--- src/rtl/tio_pkg.sv ---
package tio_pkg;
  parameter int unsigned CHAR_W = 8;
  parameter int unsigned ISTEPS = 3;

  localparam int unsigned B_INP = 11;
  localparam int unsigned B_OUT = 10;
  localparam int unsigned B_SKI = 9;
  localparam int unsigned B_SKO = 8;
  localparam int unsigned B_ION = 7;
  localparam int unsigned B_IOF = 6;

  typedef struct packed {
    logic take_in;
    logic send_out;
    logic skip_in;
    logic skip_out;
    logic irq_on;
    logic irq_off;
  } io_cmd_t;
endpackage

--- src/rtl/tio_decode.sv ---
module tio_decode
  import tio_pkg::*;
(
  input  logic        io_exec,
  input  logic [11:6] io_bits,
  output io_cmd_t     cmd
);
  always_comb begin
    cmd.take_in  = io_exec & io_bits[B_INP];
    cmd.send_out = io_exec & io_bits[B_OUT];
    cmd.skip_in  = io_exec & io_bits[B_SKI];
    cmd.skip_out = io_exec & io_bits[B_SKO];
    cmd.irq_on   = io_exec & io_bits[B_ION];
    cmd.irq_off  = io_exec & io_bits[B_IOF];
  end
endmodule

--- src/rtl/tio_chan.sv ---
module tio_chan #(
  parameter int unsigned W        = 8,
  parameter bit          RST_FLAG = 1'b0
) (
  input  logic         clk,
  input  logic         rst_n,
  input  logic         ld_en,
  input  logic [W-1:0] ld_data,
  input  logic         flag_set,
  input  logic         flag_clr,
  output logic [W-1:0] data_q,
  output logic         flag_q
);
  logic [W-1:0] data_d;
  logic         flag_d;

  always_comb begin
    data_d = data_q;
    if (ld_en) data_d = ld_data;
    flag_d = flag_q;
    if (flag_set)      flag_d = 1'b1;
    else if (flag_clr) flag_d = 1'b0;
  end

  always_ff @(posedge clk or negedge rst_n) begin
    if (!rst_n) begin
      data_q <= '0;
      flag_q <= RST_FLAG;
    end else begin
      if (ld_en) data_q <= data_d;
      flag_q <= flag_d;
    end
  end
endmodule

--- src/rtl/tio_irq_ctl.sv ---
module tio_irq_ctl #(
  parameter int unsigned NSTEP = 3
) (
  input  logic             clk,
  input  logic             rst_n,
  input  logic             irq_on,
  input  logic             irq_off,
  input  logic [NSTEP-1:0] fetch_t,
  input  logic             fgi,
  input  logic             fgo,
  output logic             ien_q,
  output logic             r_q,
  output logic [NSTEP-1:0] step
);
  localparam int unsigned LAST = NSTEP - 1;
  logic ien_d, r_d, leave;

  for (genvar k = 0; k < NSTEP; k++) begin : g_step
    assign step[k] = r_q & fetch_t[k];
  end

  assign leave = step[LAST];

  always_comb begin
    ien_d = ien_q;
    if (leave || irq_off) ien_d = 1'b0;
    else if (irq_on)      ien_d = 1'b1;
    r_d = r_q;
    if (leave) r_d = 1'b0;
    else if ((fetch_t == '0) && ien_q && (fgi || fgo)) r_d = 1'b1;
  end

  always_ff @(posedge clk or negedge rst_n) begin
    if (!rst_n) begin
      ien_q <= 1'b0;
      r_q   <= 1'b0;
    end else begin
      ien_q <= ien_d;
      r_q   <= r_d;
    end
  end
endmodule

--- src/rtl/term_io_irq.sv ---
module term_io_irq
  import tio_pkg::*;
(
  input  logic              clk,
  input  logic              rst_n,
  input  logic              dev_in_stb,
  input  logic [CHAR_W-1:0] dev_in_data,
  input  logic              dev_out_ack,
  output logic [CHAR_W-1:0] out_data,
  output logic              out_valid,
  input  logic              io_exec,
  input  logic [11:6]       io_bits,
  input  logic [CHAR_W-1:0] ac_low,
  input  logic [ISTEPS-1:0] fetch_t,
  output logic [CHAR_W-1:0] in_byte,
  output logic              in_load,
  output logic              skip_req,
  output logic              sc_clr,
  output logic              in_flag,
  output logic              out_flag,
  output logic              int_en,
  output logic              irq_pend,
  output logic [ISTEPS-1:0] icyc
);
  logic [1:0] rst_sync;
  logic       rst_int_n;
  io_cmd_t    cmd;

  always_ff @(posedge clk or negedge rst_n) begin
    if (!rst_n) rst_sync <= 2'b00;
    else        rst_sync <= {rst_sync[0], 1'b1};
  end
  assign rst_int_n = rst_sync[1];

  tio_decode u_dec (
    .io_exec (io_exec),
    .io_bits (io_bits),
    .cmd     (cmd)
  );

  tio_chan #(.W(CHAR_W), .RST_FLAG(1'b0)) u_in (
    .clk      (clk),
    .rst_n    (rst_int_n),
    .ld_en    (dev_in_stb),
    .ld_data  (dev_in_data),
    .flag_set (dev_in_stb),
    .flag_clr (cmd.take_in),
    .data_q   (in_byte),
    .flag_q   (in_flag)
  );

  tio_chan #(.W(CHAR_W), .RST_FLAG(1'b1)) u_out (
    .clk      (clk),
    .rst_n    (rst_int_n),
    .ld_en    (cmd.send_out),
    .ld_data  (ac_low),
    .flag_set (dev_out_ack),
    .flag_clr (cmd.send_out),
    .data_q   (out_data),
    .flag_q   (out_flag)
  );

  tio_irq_ctl #(.NSTEP(ISTEPS)) u_irq (
    .clk     (clk),
    .rst_n   (rst_int_n),
    .irq_on  (cmd.irq_on),
    .irq_off (cmd.irq_off),
    .fetch_t (fetch_t),
    .fgi     (in_flag),
    .fgo     (out_flag),
    .ien_q   (int_en),
    .r_q     (irq_pend),
    .step    (icyc)
  );

  assign out_valid = ~out_flag;
  assign in_load   = cmd.take_in;
  assign skip_req  = (cmd.skip_in & in_flag) | (cmd.skip_out & out_flag);
  assign sc_clr    = io_exec | icyc[ISTEPS-1];
endmodule

--- config.mk ---
export PLATFORM = sky130hd
export DESIGN_NAME = term_io_irq
export DESIGN_NICKNAME = d
export VERILOG_FILES = /design/src/rtl/tio_pkg.sv /design/src/rtl/tio_decode.sv /design/src/rtl/tio_chan.sv /design/src/rtl/tio_irq_ctl.sv /design/src/rtl/term_io_irq.sv
export SDC_FILE = /design/constraint.sdc
export NUM_CORES = 1
export LEC_CHECK = 0
export ABC_AREA = 1
export CAP_MARGIN = 20
export CORE_UTILIZATION = 30
export CTS_CLUSTER_DIAMETER = 100
export DETAILED_ROUTE_END_ITERATION = 10
export PLACE_DENSITY = 0.71
export SETUP_SLACK_MARGIN = 0.2
export SLEW_MARGIN = 30
export SYNTH_ARGS = -nofsm -noshare
export SYNTH_HDL_FRONTEND = slang
export SYNTH_HIERARCHICAL = 1
export SYNTH_SLANG_ARGS = --single-unit
--- constraint.sdc ---
create_clock -name clk -period 1 [get_ports clk]
set_input_delay 0.2 -clock clk [delete_from_list [all_inputs] [get_ports clk]]
set_output_delay 0.2 -clock clk [all_outputs]
set_load 0.01 [all_outputs]
* After elaboration in Yosys (flattened, before gate mapping) *
Cells that the tools add are included.

word-level totals
  latch bits = 0
  memories kept = 0
  input port bits = 30
  register bits = 22
  bits in read-only memories = 0
  output and inout bits = 27
  word-level logic and storage cells = 38
  RAM bits = 0

cells by class
  $mul = 0
  bitwise gates (word level) = 14
  muxes and demuxes = 8
  $add $sub $neg = 0
  equal/unequal tests = 0
  reduce and logical (&&, ||, !) cells = 9
  div/mod/pow operators = 0
  magnitude comparators = 0
  shifts and indexed selects = 0

operators with widths
  kind                number
  bitwise AND 1 bit   11
  2-to-1 mux 1 bit    8
  nonzero test 2 bit  4
  zero test 3 bit     1
  logical AND 1 bit   2
  logical OR 1 bit    2
  OR 1 bit            2
  NOT 1 bit           1

* Longest topological paths before layout *
  word-level depth = 5
  depth in mapped cells = 6
  depth with buffers taken out = 5

* Modules after synthesis *
Netlist, hierarchy kept.

modules (own cells, without submodules)
  module            times used  area each (um^2)  cells an instance  sequential area each (um^2)
  tio_chan (u_out)  1           346.6             39                 226.5
  tio_chan (u_in)   1           345.3             39                 225.2
  tio_irq_ctl       1           136.4             20                 50.0
  term_io_irq       1           80.1              10                 50.0
  tio_decode        1           45.0              12                 0.0

* Worst setup path after synthesis *
No wires, ideal clock.

  path kind = register to output
  start point = register u_irq.r_q
  end point = output sc_clr
  data arrival time = 0.814 ns
  cell stages (with the launch flop) = 6
  buffers on the path = 1
  path slack = -0.014 ns
  cells stage by stage = dfrtp_1 > nand2_1 > inv_1 > buf_4 > inv_1 > nand2_1

on the way
  cells in the longest elaborated chain, start to end = 2

ends and longest elaborated chain
  item                    RTL line           source
  from (decl)             tio_irq_ctl.sv:12  output logic r_q,
  from (signal assigned)  tio_irq_ctl.sv:39  r_q <= r_d;
  bitwise AND 1 bit       tio_irq_ctl.sv:19  assign step[k] = r_q & fetch_t[k];
  named net u_irq.leave   tio_irq_ctl.sv:16  logic ien_d, r_d, leave;
  OR 1 bit                term_io_irq.sv:79  assign sc_clr = io_exec | icyc[ISTEPS-1];
  to (decl)               term_io_irq.sv:18  output logic sc_clr,

The timed path passes the listed nets, and every way through them passes these cells.

* Final worst setup path *
  start point = register u_out.flag_q
  end point = output out_valid

on the way
  cells in the longest elaborated chain, start to end = 1

ends and longest elaborated chain
  item                    RTL line           source
  from (decl)             tio_chan.sv:12     output logic flag_q
  from (signal assigned)  tio_chan.sv:31     flag_q <= flag_d;
  NOT 1 bit               term_io_irq.sv:76  assign out_valid = ~out_flag;
  to (decl)               term_io_irq.sv:10  output logic out_valid,

No other way between the ends.

==> key figures <==
Placed design
  – DPL Wire Length: 1950 um
  – PortBufs: 56
  – Gpl congestion: 0.687
  – Placement Cell Area: 0.00166 mm2
  – Placed Cells: 233

Worst setup path
  – Critical Path Most Common Cell: buf_6
  – Critical Path AT: 1100 ps
  – Startpoint Class: flop
  – CP Class: reg -> out
  – Worst-path cell chain: buf_6 -> inv_2 -> buf_6
  – CP max stage delay: 580 ps
  – Critical Path RT: 800 ps
  – Crit Path Max Fanout: 3
  – CP Capture Type: output port
  – Slowest cell on the critical path: dfstp_2

Run
  – MaxCap Viol Count: 0

Power and ir drop
  – Pwr dens: 1460 mW/mm2
  – Gate power share: 41.6%
  – Pleak: 1.03 nW
  – Switching Share: 29.3%
  – Peak supply drop: 0.606 mV
  – Switch Pwr: 774 uW
  – Pint: 1.87 mW
  – Clock power share: 17.9%
  – Total power: 2.64 mW
  – Reg power frac: 40.5%

Drt
  – Vias per cell: 4.03
  – Routed via count: 1007
  – Total routed wirelength: 2590 um
  – Number of routed nets with antenna violations: 0
  – WL per Instance: 10.4 um
  – 1st-iter DRT viols: 15
  – First drt pass iteration count: 4
  – Drt drc: 0

Clock tree
  – CTS Sinks: 22
  – CTS buffer count: 3
  – Root buffer cell: clkbuf_4
  – Max clock buf depth: 2
  – CTS tree: done
  – H-tree levels: 1
  – Clock slew at reported path FFs: 120 ps
  – Clock latency on the worst-skew pair: 290 ps

Yosys
  – Post-synthesis mux area share: 0%
  – Ys Warns: 6
  – EDFF count, synth: 0
  – Largest family of logic cells by synthesized area: simple AND/OR/NAND/NOR gates
  – Syn nets: 150
  – Post-Syn Area: 953 um2
  – Synth top area share: 55.1%
  – Synth Area in XOR/XNOR: 0%
  – Biggest area consumer among synthesized cells: dfrtp_1
  – Syn Area/Cell: 7.95 um2
  – Synth Area in Adders: 0%
  – Ys flop type: dfrtp_1
  – Fraction of the mapped netlist area in simple logic gates: 29.0%
  – Top post-synthesis cells by count: nand2_1, dfrtp_1, inv_1
  – Async S/R FF share, synth: 100%
  – Most frequent cell after synthesis: nand2_1
  – Count of cell types in the netlist: 13
  – Synth area leaders: dfrtp_1, nand2_1, inv_1, dfstp_2, buf_6
  – Mapped Cells: 120
  – Register bit total from synthesis: 22
  – Compound-cell area share of the yosys netlist: 0.919%
  – Sequential fraction of the synthesis area: 57.9%

Global route
  – First-pass GRT wire length: 4250 um
  – Initial antenna violation count: 0
  – Grt total ovfl: 0
  – Number of global-route vias before repair: 1055
  – Largest net degree at the start of global routing: 13
  – Total GRT Usage: 16.1%

Finish
  – Final core area utilization: 59.8%
  – Area grow syn2layout: 89.8%
  – Nets: 237
  – Finished Cell Area: 0.00181 mm2
  – Antenna Cells: 0
  – Layout cells sized above 1: 41.7%
  – Non-filler cells, final: 250

Die
  – Ports: 57
  – Die height: 58.4 um
  – Total core area: 0.00303 mm2
  – Cell Rows: 20
  – Starting Density: 31.5%
  – Die Area: 0.00341 mm2
  – Die Span X: 58.4 um

STA
  – Fin worst setup slack: -303 ps
  – Hold Fails Final Rpt: 0
  – # setup viols final: 27
  – Slew Viols, Final: 0
  – Worst hold slack: 44.8 ps
  – Period minus WS final: 1300 ps
  – Final period util: 130%
  – Peak Freq: 0.768 GHz
  – Final setup skew: 1.31 ps
  – RSZ-0062 raised after global routing: yes

Status
  – Failing checks: setup timing
  – Status: complete, but fails checks

Hold path
  – Type of the most critical hold path: in -> async
-- kinds of logic (layout without fill, tap and decap cells) --
group | count (synthesis) | after routing
compound gates | 1 | 1
simple gates | 71 | 71
other cells | 1 | 1
flops | 22 | 22
buf+inv | 25 | 111
-- state kept, by name, indices dropped and copies added (netlist names) --
register      flops
u_irq/ien_q       1
u_in/flag_q       1
u_out/data_q      8
u_in/data_q       8
u_out/flag_q      1
rst_sync          2
u_irq/r_q         1
-- layout by cell type, fill, tap and decap left out, drive strengths merged --
cell and instances:
nand2 66, dfstp 1, clkdlybuf4s50 26, nand3 1, dlygate4sd2 1, nor3 1, a21oi 1, buf 58
dfrtp 21, inv 22, conb 1, clkbuf 4, nor2 3
-- final timing paths --
kind / start / slack, ps / end / cells past startpoint
worst min register to register: rst_sync[1] / 110 / u_out/data_q[0] / 0
worst max-delay path: u_out/flag_q / -300 / out_valid / 3
max in group asynchronous: rst_sync[1] / 430 / u_out/flag_q / 1
worst min-delay path: rst_n / 40 / rst_sync[1] / 1
worst max register to register: u_out/flag_q / -120 / u_irq/r_q / 6
min in group clk: io_exec / 240 / u_irq/ien_q / 4
-- worst max-delay path, delay by kind of cell (launching register included) --
kind | cells | cell delay [ps]
buffers and inverters | 3 | 230
DFF | 1 | 580
-- power groups by stage --
stage          Combinational (mW)  Sequential, mW  Clock (mW)
2_1_floorplan               0.255            1.15           0
3_3_place_gp                0.875            1.08           0
3_5_place_dp                0.902            1.08           0
4_1_cts                     0.920            1.07       0.499
5_1_grt                      1.19            1.09       0.540
6_report                     1.10            1.07       0.473
-- what timing repair did --
item | CTS | global route
resized for setup | 139 | 16
hold buffers | 0 | 0
endpoints found under the setup margin | 39 | 31
pin swaps | 2 | 3
gates cloned | 0 | 0
buffers inserted | 8 | 5
-- final cells by class --
cell class / instances / area (um2)
clock buffers: 4 / 36.3
fillers: 288 / 1220
multi-input cells: 73 / 338
well taps: 44 / 55.1
flip-flops and latches: 22 / 552
inverters: 22 / 85.1
repair buffers: 85 / 743
-- through the flow --
step | setup WS (ps) | TNS [ps]
finish | -303 | -2810
global route | -352 | -4150
CTS | -312 | -3260
detailed placement | -778 | -9880
global placement | -746 | -9260
floorplan | 25.1 | 0
-- metal layers --
metal	wire length, um	global-route usage (%)	up-vias
met4	0	3.06	0
met3	196	3.52	0
met5	0	0	-
li1	-	-	509
met1	911	15.4	461
met2	1480	34.3	37
(Power assumes the default switching activity.)
